## config.mk

```make
export PLATFORM = sky130hd
export DESIGN_NAME = fp_serial_tx
export DESIGN_NICKNAME = d
export VERILOG_FILES = /design/src/rtl/fp_tx_pkg.sv /design/src/rtl/fp_bit_timer.sv /design/src/rtl/fp_frame_shift.sv /design/src/rtl/fp_tx_seq.sv /design/src/rtl/fp_serial_tx.sv
export SDC_FILE = /design/constraint.sdc
export NUM_CORES = 1
export LEC_CHECK = 0
export BUFFER_PORTS_ARGS = -buffer_cell sky130_fd_sc_hd__buf_2
export CAP_MARGIN = 20
export CELL_PAD_IN_SITES_DETAIL_PLACEMENT = 0
export CELL_PAD_IN_SITES_GLOBAL_PLACEMENT = 1
export CORE_MARGIN = 8
export CORE_UTILIZATION = 40
export CTS_BUF_LIST = sky130_fd_sc_hd__clkbuf_8 sky130_fd_sc_hd__clkbuf_16
export DETAILED_ROUTE_END_ITERATION = 8
export PLACE_DENSITY_LB_ADDON = 0.1
export SKIP_CTS_REPAIR_TIMING = 1
export SYNTH_ARGS = -nofsm -noshare
export SYNTH_HDL_FRONTEND = slang
export SYNTH_SLANG_ARGS = --single-unit
```

## constraint.sdc

```tcl
create_clock -name clk -period 2.3 [get_ports clk]
set_input_delay 0.115 -clock clk [delete_from_list [all_inputs] [get_ports clk]]
set_output_delay 0.115 -clock clk [all_outputs]
set_load 0.03 [all_outputs]
```

## src/rtl/fp_tx_pkg.sv

```systemverilog
package fp_tx_pkg;

  typedef enum logic [1:0] {
    ST_IDLE = 2'd0,
    ST_LEAD = 2'd1,
    ST_SEND = 2'd2
  } tx_state_e;

  // start + data + parity position + stop
  function automatic int unsigned frame_bits(input int unsigned data_w);
    return data_w + 3;
  endfunction

endpackage

```

## src/rtl/fp_bit_timer.sv

```systemverilog
module fp_bit_timer #(
  parameter int unsigned DIV = 16
) (
  input  logic clk,
  input  logic rst,
  input  logic run,
  output logic bit_end
);
  localparam int unsigned CW = (DIV > 1) ? $clog2(DIV) : 1;
  localparam logic [CW-1:0] LAST = CW'(DIV - 1);

  logic [CW-1:0] cnt;

  // Held at zero while idle so the first bit time starts at acceptance.
  always_ff @(posedge clk) begin
    if (rst || !run) begin
      cnt <= '0;
    end else if (cnt == LAST) begin
      cnt <= '0;
    end else begin
      cnt <= cnt + 1'b1;
    end
  end

  assign bit_end = run && (cnt == LAST);

endmodule

```

## src/rtl/fp_frame_shift.sv

```systemverilog
module fp_frame_shift
  import fp_tx_pkg::*;
#(
  parameter int unsigned DATA_W = 8
) (
  input  logic              clk,
  input  logic              rst,
  input  logic              load,
  input  logic              shift,
  input  logic [DATA_W-1:0] ld_data,
  input  logic              ld_mark,
  output logic              txd
);
  localparam int unsigned FW = frame_bits(DATA_W);

  logic [FW-1:0] sh;

  // Whole frame preloaded; ones shift in from the top so the line idles high.
  always_ff @(posedge clk) begin
    if (rst) begin
      sh <= '1;
    end else if (load) begin
      sh <= {1'b1, ld_mark, ld_data, 1'b0};
    end else if (shift) begin
      sh <= {1'b1, sh[FW-1:1]};
    end
  end

  assign txd = sh[0];

endmodule

```

## src/rtl/fp_tx_seq.sv

```systemverilog
module fp_tx_seq
  import fp_tx_pkg::*;
#(
  parameter int unsigned DATA_W = 8
) (
  input  logic              clk,
  input  logic              rst,
  input  logic              in_valid,
  input  logic [DATA_W-1:0] in_data,
  input  logic              in_mark,
  input  logic              bit_end,
  output logic              in_ready,
  output logic              run,
  output logic              load,
  output logic              shift,
  output logic [DATA_W-1:0] ld_data,
  output logic              ld_mark,
  output logic              drv_en
);
  localparam int unsigned FW = frame_bits(DATA_W);
  localparam int unsigned IW = $clog2(FW);
  localparam logic [IW-1:0] STOP_IDX = IW'(FW - 1);

  tx_state_e         state;
  logic [IW-1:0]     idx;
  logic [DATA_W-1:0] hold_data;
  logic              hold_mark;
  logic              hold_v;

  logic on_stop;
  logic fire;
  logic have_next;

  assign on_stop   = (state == ST_SEND) && (idx == STOP_IDX);
  assign in_ready  = (state == ST_IDLE) || (on_stop && !hold_v);
  assign fire      = in_valid && in_ready;
  assign have_next = hold_v || fire;
  assign run       = (state != ST_IDLE);

  // A byte taken in the last stop cycle bypasses the holding slot.
  assign ld_data = hold_v ? hold_data : in_data;
  assign ld_mark = hold_v ? hold_mark : in_mark;

  assign load  = bit_end && ((state == ST_LEAD) || (on_stop && have_next));
  assign shift = bit_end && (state == ST_SEND) && !load;

  always_ff @(posedge clk) begin
    if (rst) begin
      hold_data <= '0;
      hold_mark <= 1'b0;
      hold_v    <= 1'b0;
    end else if (fire && !load) begin
      hold_data <= in_data;
      hold_mark <= in_mark;
      hold_v    <= 1'b1;
    end else if (load) begin
      hold_v    <= 1'b0;
    end
  end

  always_ff @(posedge clk) begin
    if (rst) begin
      state  <= ST_IDLE;
      idx    <= '0;
      drv_en <= 1'b0;
    end else begin
      case (state)
        ST_IDLE: begin
          if (fire) begin
            state  <= ST_LEAD;
            drv_en <= 1'b1;
          end
        end
        ST_LEAD: begin
          if (bit_end) begin
            state <= ST_SEND;
            idx   <= '0;
          end
        end
        ST_SEND: begin
          if (bit_end) begin
            if (on_stop) begin
              idx <= '0;
              if (!have_next) begin
                state  <= ST_IDLE;
                drv_en <= 1'b0;
              end
            end else begin
              idx <= idx + 1'b1;
            end
          end
        end
        default: begin
          state  <= ST_IDLE;
          drv_en <= 1'b0;
        end
      endcase
    end
  end

endmodule

```

## src/rtl/fp_serial_tx.sv

```systemverilog
module fp_serial_tx
  import fp_tx_pkg::*;
#(
  parameter int unsigned CLK_HZ = 100_000_000,
  parameter int unsigned BAUD   = 9600,
  parameter int unsigned DATA_W = 8
) (
  input  logic              clk,
  input  logic              rst,
  input  logic              in_valid,
  output logic              in_ready,
  input  logic [DATA_W-1:0] in_data,
  input  logic              in_mark,
  output logic              txd,
  output logic              drv_en
);
  localparam int unsigned DIV = (CLK_HZ / BAUD > 0) ? CLK_HZ / BAUD : 1;

  logic              run;
  logic              bit_end;
  logic              load;
  logic              shift;
  logic [DATA_W-1:0] ld_data;
  logic              ld_mark;

  fp_bit_timer #(.DIV(DIV)) i_timer (
    .clk     (clk),
    .rst     (rst),
    .run     (run),
    .bit_end (bit_end)
  );

  fp_tx_seq #(.DATA_W(DATA_W)) i_seq (
    .clk      (clk),
    .rst      (rst),
    .in_valid (in_valid),
    .in_data  (in_data),
    .in_mark  (in_mark),
    .bit_end  (bit_end),
    .in_ready (in_ready),
    .run      (run),
    .load     (load),
    .shift    (shift),
    .ld_data  (ld_data),
    .ld_mark  (ld_mark),
    .drv_en   (drv_en)
  );

  fp_frame_shift #(.DATA_W(DATA_W)) i_shift (
    .clk     (clk),
    .rst     (rst),
    .load    (load),
    .shift   (shift),
    .ld_data (ld_data),
    .ld_mark (ld_mark),
    .txd     (txd)
  );

endmodule

```

# Word level (Yosys, flattened, before mapping)
# Cells that the tools add are included.
# Widths: inputs -> output; s select.
[totals]
regBits = 41
latch_bits = 0
mem_bits_rw = 0
rom_bits = 0
inputBits = 12
mem_count = 0
[classes]
addsub = 2
mul = 0
div_mod_pow = 0
magnitude_cmp = 0
eq_ne = 9
shifts = 0
muxes = 21
bitwise_logic = 1
reduce_logical = 25
[ops]
columns = ["op", "count"]
rows = [
  ["$mux 10", 2],
  ["$add 14x1->14 const B", 1],
  ["$eq 14x14->1 const B", 1],
  ["$mux 4", 3],
  ["$mux 2", 5],
  ["$reduce_and 5->1", 2],
  ["$logic_and 1x1->1", 9],
  ["$mux 8", 1],
  ["$ne 2x1->1 const B", 4],
  ["$pmux 4 s2", 1],
  ["$reduce_bool 2->1", 4],
  ["$mux 1", 7],
  ["$pmux 2 s3", 1],
  ["$add 4x1->4 const B", 1],
  ["$eq 4x4->1 const B", 1],
  ["$logic_or 1x1->1", 4],
  ["$logic_not 1->1", 3],
  ["$pmux 1 s3", 1],
  ["$reduce_and 3->1", 1],
  ["$eq 2x1->1 const B", 1],
  ["$eq 2x2->1 const B", 1],
  ["$logic_not 2->1", 1],
  ["$ne 2x2->1 const B", 1],
  ["$reduce_or 2->1", 1],
  ["$not 1->1", 1],
]

# Longest topological paths before layout
[depth]
depth_word = 13
ltp_mapped = 8
ltp_nobuf = 7

# Hierarchy
# A second synthesis with hierarchy kept.
[unflattened]
hier_cells = 221
hier_area_um2 = 2122.0
[modules_own_cells]
columns = ["module", "instances", "cells_each", "area_each_um2", "seq_area_each_um2"]
rows = [
  ["fp_tx_seq", 1, 108, 1036.0, 340.3],
  ["fp_bit_timer", 1, 70, 644.4, 280.3],
  ["fp_frame_shift", 1, 43, 441.7, 200.2],
]

# Worst setup path after synthesis
# OpenSTA, ideal clock, no wires.
[synth_timing]
kind = "register -> register"
start = "register i_seq.state[0]"
end = "register i_seq.hold_data[0]"
setup_ns = 0.128
arrival_ns = 2.117
required_ns = 2.172
path_slack_ns = 0.055
stages_incl_launch_ff = 9
path_buffers = 1
synth_period_minus_slack_ns = 2.245
cell_sequence = "dfxtp_1 -> inv_1 -> ha_1 -> nand4b_1 -> o21ai_0 -> o211ai_1 -> buf_4 -> mux2i_1 -> nor2_1"
[synth_between]
elab_chain_cells = 11
word_cells_on_any_way = 15
[synth_rtl]
columns = ["item", "line", "rtl"]
rows = [
  ["start, declared", "fp_tx_seq.sv:24", "tx_state_e state;"],
  ["start signal, assigned", "fp_tx_seq.sv:63", "state <= ST_IDLE;"],
  ["start signal, assigned", "fp_tx_seq.sv:70", "state <= ST_LEAD;"],
  ["start signal, assigned", "fp_tx_seq.sv:76", "state <= ST_SEND;"],
  ["$eq 2x2->1", "fp_tx_seq.sv:34", "assign on_stop = (state == ST_SEND) && (idx == STOP_IDX);"],
  ["$logic_and 1x1->1", "fp_tx_seq.sv:34", ""],
  ["$logic_and 1x1->1", "fp_tx_seq.sv:35", "assign in_ready = (state == ST_IDLE) || (on_stop && !hold_v);"],
  ["$logic_or 1x1->1 (*)", "fp_tx_seq.sv:35", ""],
  ["net in_ready", "fp_serial_tx.sv:11", "output logic in_ready,"],
  ["$logic_and 1x1->1 (*)", "fp_tx_seq.sv:36", "assign fire = in_valid && in_ready;"],
  ["$logic_or 1x1->1", "fp_tx_seq.sv:37", "assign have_next = hold_v || fire;"],
  ["$logic_and 1x1->1", "fp_tx_seq.sv:44", "assign load = bit_end && ((state == ST_LEAD) || (on_stop && have_next));"],
  ["$logic_or 1x1->1", "fp_tx_seq.sv:44", ""],
  ["$logic_and 1x1->1", "fp_tx_seq.sv:44", ""],
  ["$logic_not 1->1", "fp_tx_seq.sv:52", "end else if (fire && !load) begin"],
  ["$logic_and 1x1->1 (*)", "fp_tx_seq.sv:52", ""],
  ["end signal, assigned", "fp_tx_seq.sv:53", "hold_data <= in_data;"],
  ["end, declared", "fp_tx_seq.sv:26", "logic [DATA_W-1:0] hold_data;"],
]
# The timed path passes the listed nets; every way through them passes the cells marked *.
# A chain may end at the register's enable or synchronous reset.

# Worst setup path in the final report
[layout_timing]
start = "register i_seq.state[1]"
end = "register i_seq.hold_data[1]"
[layout_between]
elab_chain_cells = 11
word_cells_on_any_way = 15
[layout_rtl]
columns = ["item", "line"]
rows = [
  ["$eq 2x2->1", "fp_tx_seq.sv:34"],
  ["$logic_and 1x1->1", "fp_tx_seq.sv:34"],
  ["$logic_and 1x1->1", "fp_tx_seq.sv:35"],
  ["$logic_or 1x1->1", "fp_tx_seq.sv:35"],
  ["$logic_and 1x1->1", "fp_tx_seq.sv:36"],
  ["$logic_or 1x1->1", "fp_tx_seq.sv:37"],
  ["$logic_and 1x1->1", "fp_tx_seq.sv:44"],
  ["$logic_or 1x1->1", "fp_tx_seq.sv:44"],
  ["$logic_and 1x1->1", "fp_tx_seq.sv:44"],
  ["$logic_not 1->1", "fp_tx_seq.sv:52"],
  ["$logic_and 1x1->1 (*)", "fp_tx_seq.sv:52"],
]
# Mark *: on every way between the ends. The rest lies on a longest branch, timed or not.

==> reports/results.tsv <==
stage	metric	value	unit
status	status	completed	
global_routing	initial antenna violation count	0	
cts	CTS tree	done	
power	clock power share	0.434	
floorplanning	Chip Width	86.7	µm
global_routing	Global Route Usage Sum	0.120	
sta	RSZ-0062 raised after global routing	no	
route	via count	1592	
sta	f_max	0.479	GHz
final_layout	layout cells sized above 1	0.176	
sta	Fin. Hold Viols	0	
placement	RD Place Congestion	0.820	
global_routing	pin count of the biggest net entering global routing	31	
route	DRT Pass-1 Iters	4	
final_layout	Fillers	471	
route	drc violations	0	
yosys	Post-Syn Area per Cell	9.17	µm²
worst_setup_path	Buf/Inv on CP	2	
yosys	proportion of synthesized area in mux cells	0.130	
sta	setup violators final	0	
worst_setup_path	slowest CP cell	dfxtp_1	
power	Int Pwr	1220	µW
yosys	ys async rst share	0	
worst_setup_path	Worst Path Max Fanout	9	
sta	max-slew violations	0	
worst_setup_path	CP Class	reg2reg	
cts	Worst-path clk slew	0.08	ns
floorplanning	initial core utilization	0.418	
sta	Worst-Margin Slew	0.536	ns
sta	Final Skew	0.00436	ns
worst_setup_path	Crit path arrival time	2.25	ns
hold_path	Min-Delay Path Class	in2reg	
worst_setup_path	Startpoint Class	flop	
sta	fin crit share	0.908	
sta	Final Critical Period	2.09	ns
yosys	dominant synthesized flop cell	dfxtp_1	
cts	CTS buffer count	5	
sta	Min Hold Slack	0.0699	ns
job	Max Cap Violations	0	
yosys	sequential area share after synthesis	0.411	
power	power density cells	695	nW/µm²
route	WL final	4.19	mm
worst_setup_path	Data required, critical path	2.46	ns
floorplanning	Core ar.	4790	µm²
power	Max rail drop VDD	0.000338	V
floorplanning	row count	25	
yosys	Synth Area in Simple Gates	0.227	
yosys	post-synthesis cell type count	41	
yosys	main combinational cell family by area after synthesis	simple AND/OR/NAND/NOR gates	
yosys	Syn Nets	236	
power	sw frac	0.221	
yosys	Post-Syn Area	2000	µm²
floorplanning	DIE AREA	7510	µm²
route	DRT iter0 DRCs	118	
placement	Detailed Place HPWL	3.12	mm
yosys	Post-synth EDFFs	0	
route	Antenna Violating Nets Remaining	0	
cts	Clock Latency Late Sink	0.29	ns
worst_setup_path	CP endpoint kind	flop	
global_routing	vias in the first global route	1600	
placement	port buffer count	14	
worst_setup_path	CP max stage delay	0.37	ns
yosys	Yosys reg bits	41	
power	Switch Pwr	345	µW
final_layout	nets	250	
yosys	Yosys warning total	0	
global_routing	grt total ovfl	0	
worst_setup_path	family with the most delay on the worst path	simple AND/OR/NAND/NOR gates	
floorplanning	die extent in y	86.7	µm
cts	clock sinks	41	
sta	Rel. slew slack	0.643	
cts	CTS max path bufs	2	
yosys	Synth Area in Compound Gates	0.108	
power	sequential share of power	0.475	
floorplanning	I/O Pins	15	
sta	setup TNS	0	ns
final_layout	Area Overhead vs Synth	12.7	%
cts	Root Driver	clkbuf_8	
final_layout	Diodes inserted	0	
power	Logic pwr share	0.090	
global_routing	first-pass GRT wire length	7.20	mm
yosys	Synth Instances	218	
yosys	post-synthesis adder-cell area fraction	0.0376	
route	vias per cell	5.31	
cts	H-Tree Depth	2	
route	routed len/inst	14.0	µm
yosys	Synth Area in XOR/XNOR	0.0526	
power	leakage	0.000833	µW
worst_setup_path	CP Cell Sequence	inv_1 -> ha_1 -> nor3b_1 -> nand4_2 -> o211ai_1 -> buf_4 -> mux2i_1 -> nor2_1	
-- final timing paths --
kind,from,endpoint,slack [ns],depth (start not counted)
worst max register to register,i_seq.state[1],i_seq.hold_data[1],0.21,8
worst max-delay path,i_seq.state[1],i_seq.hold_data[1],0.21,8
worst min register to register,i_timer.cnt[0],i_timer.cnt[0],0.46,1
worst min-delay path,in_data[6],i_seq.hold_data[6],0.07,3
-- registers in the layout, summed over array words and instances (netlist names) --
signal / flops
i_timer.cnt: 14
i_shift.sh: 10
i_seq.hold_data: 8
i_seq.idx: 4
i_seq.state: 2
i_seq.drv_en: 1
i_seq.hold_mark: 1
i_seq.hold_v: 1
-- logic make-up after synthesis --
group | Yosys count
AO/OA/AOI/OAI | 36
adder cells (fa/ha/maj) | 6
AND/OR/NAND/NOR | 83
multiplexers | 25
XOR/XNOR | 12
flip-flops | 41
buffers and inverters | 15
-- cell type report --
type / count / area [µm²] / area share
flip-flops and latches: 41 / 821 / 0.364
well taps: 67 / 83.8 / 0.0372
inverters: 7 / 26.3 / 0.0117
repair buffers: 15 / 77.6 / 0.0344
multi-input cells: 162 / 1110 / 0.493
clock buffers: 5 / 68.8 / 0.0306
clock inverters: 3 / 65.1 / 0.0289
-- tightest hold or removal path: stages --
cell	delay (ns)
buf_2	0.09
mux2i_1	0.06
nor2_1	0.07
-- power groups by stage --
stage | sequential [µW] | combinational (µW) | clock [µW]
after global placement | 759 | 140 | 0
after CTS | 745 | 143 | 706
final | 744 | 141 | 680
after floorplan | 757 | 106 | 0
after global routing | 747 | 156 | 732
after detailed placement | 761 | 143 | 0
-- stage by stage --
step                      power (µW)  setup slack [ns]   util  instances  area, µm²
after floorplan                  862            0.0550      -        218       2000
after global placement           899             0.291  0.443        292       2120
after detailed placement         904             0.221  0.443        292       2120
after CTS                       1590             0.201  0.471        300       2250
after global routing            1640            0.0386  0.471        300       2250
final                           1570             0.211  0.471        300       2250
-- synthesized netlist by cell type (all sizes together) (2+ instances only) --
master	instances	area (µm²)
a21oi	15	75.1
xor2	4	35.0
nand4b	2	17.5
xnor2	8	70.1
nor3	6	30.0
dfxtp	41	821
nand4	8	56.3
inv	7	26.3
nor2b	2	12.5
clkbuf	6	22.5
or2	2	12.5
nand2b	2	12.5
ha	6	75.1
mux2i	18	180
buf	2	18.8
mux2	7	78.8
o21ai	13	65.1
and3	4	25.0
nor2	32	128
or4	3	26.3
nand3	6	30.0
nand2	10	40.0
-- cell usage in the layout, fill, tap and decap left out, types with 6 or more instances in the layout --
cell type | Yosys | final
dfxtp_1 | 41 | 41
nand4_1 | 7 | 7
nand3_1 | 6 | 6
buf_2 | 0 | 14
inv_1 | 7 | 7
mux2i_1 | 18 | 18
xnor2_1 | 8 | 8
nand2_1 | 9 | 9
nor2_1 | 31 | 31
o21ai_0 | 13 | 13
ha_1 | 6 | 6
a21oi_1 | 15 | 15
mux2_2 | 7 | 7
nor3_1 | 6 | 6
-- per-layer routing --
layer / vias up / part of all wire / wire length, µm / track usage
met5: - / 0 / 0 / 0
met4: 0 / 0.016 / 66 / 0.0579
met3: 7 / 0.039 / 162 / 0.0359
met2: 24 / 0.48 / 2000 / 0.196
met1: 761 / 0.47 / 1970 / 0.140
li1: 800 / - / - / -
(Power assumes the default switching activity.)
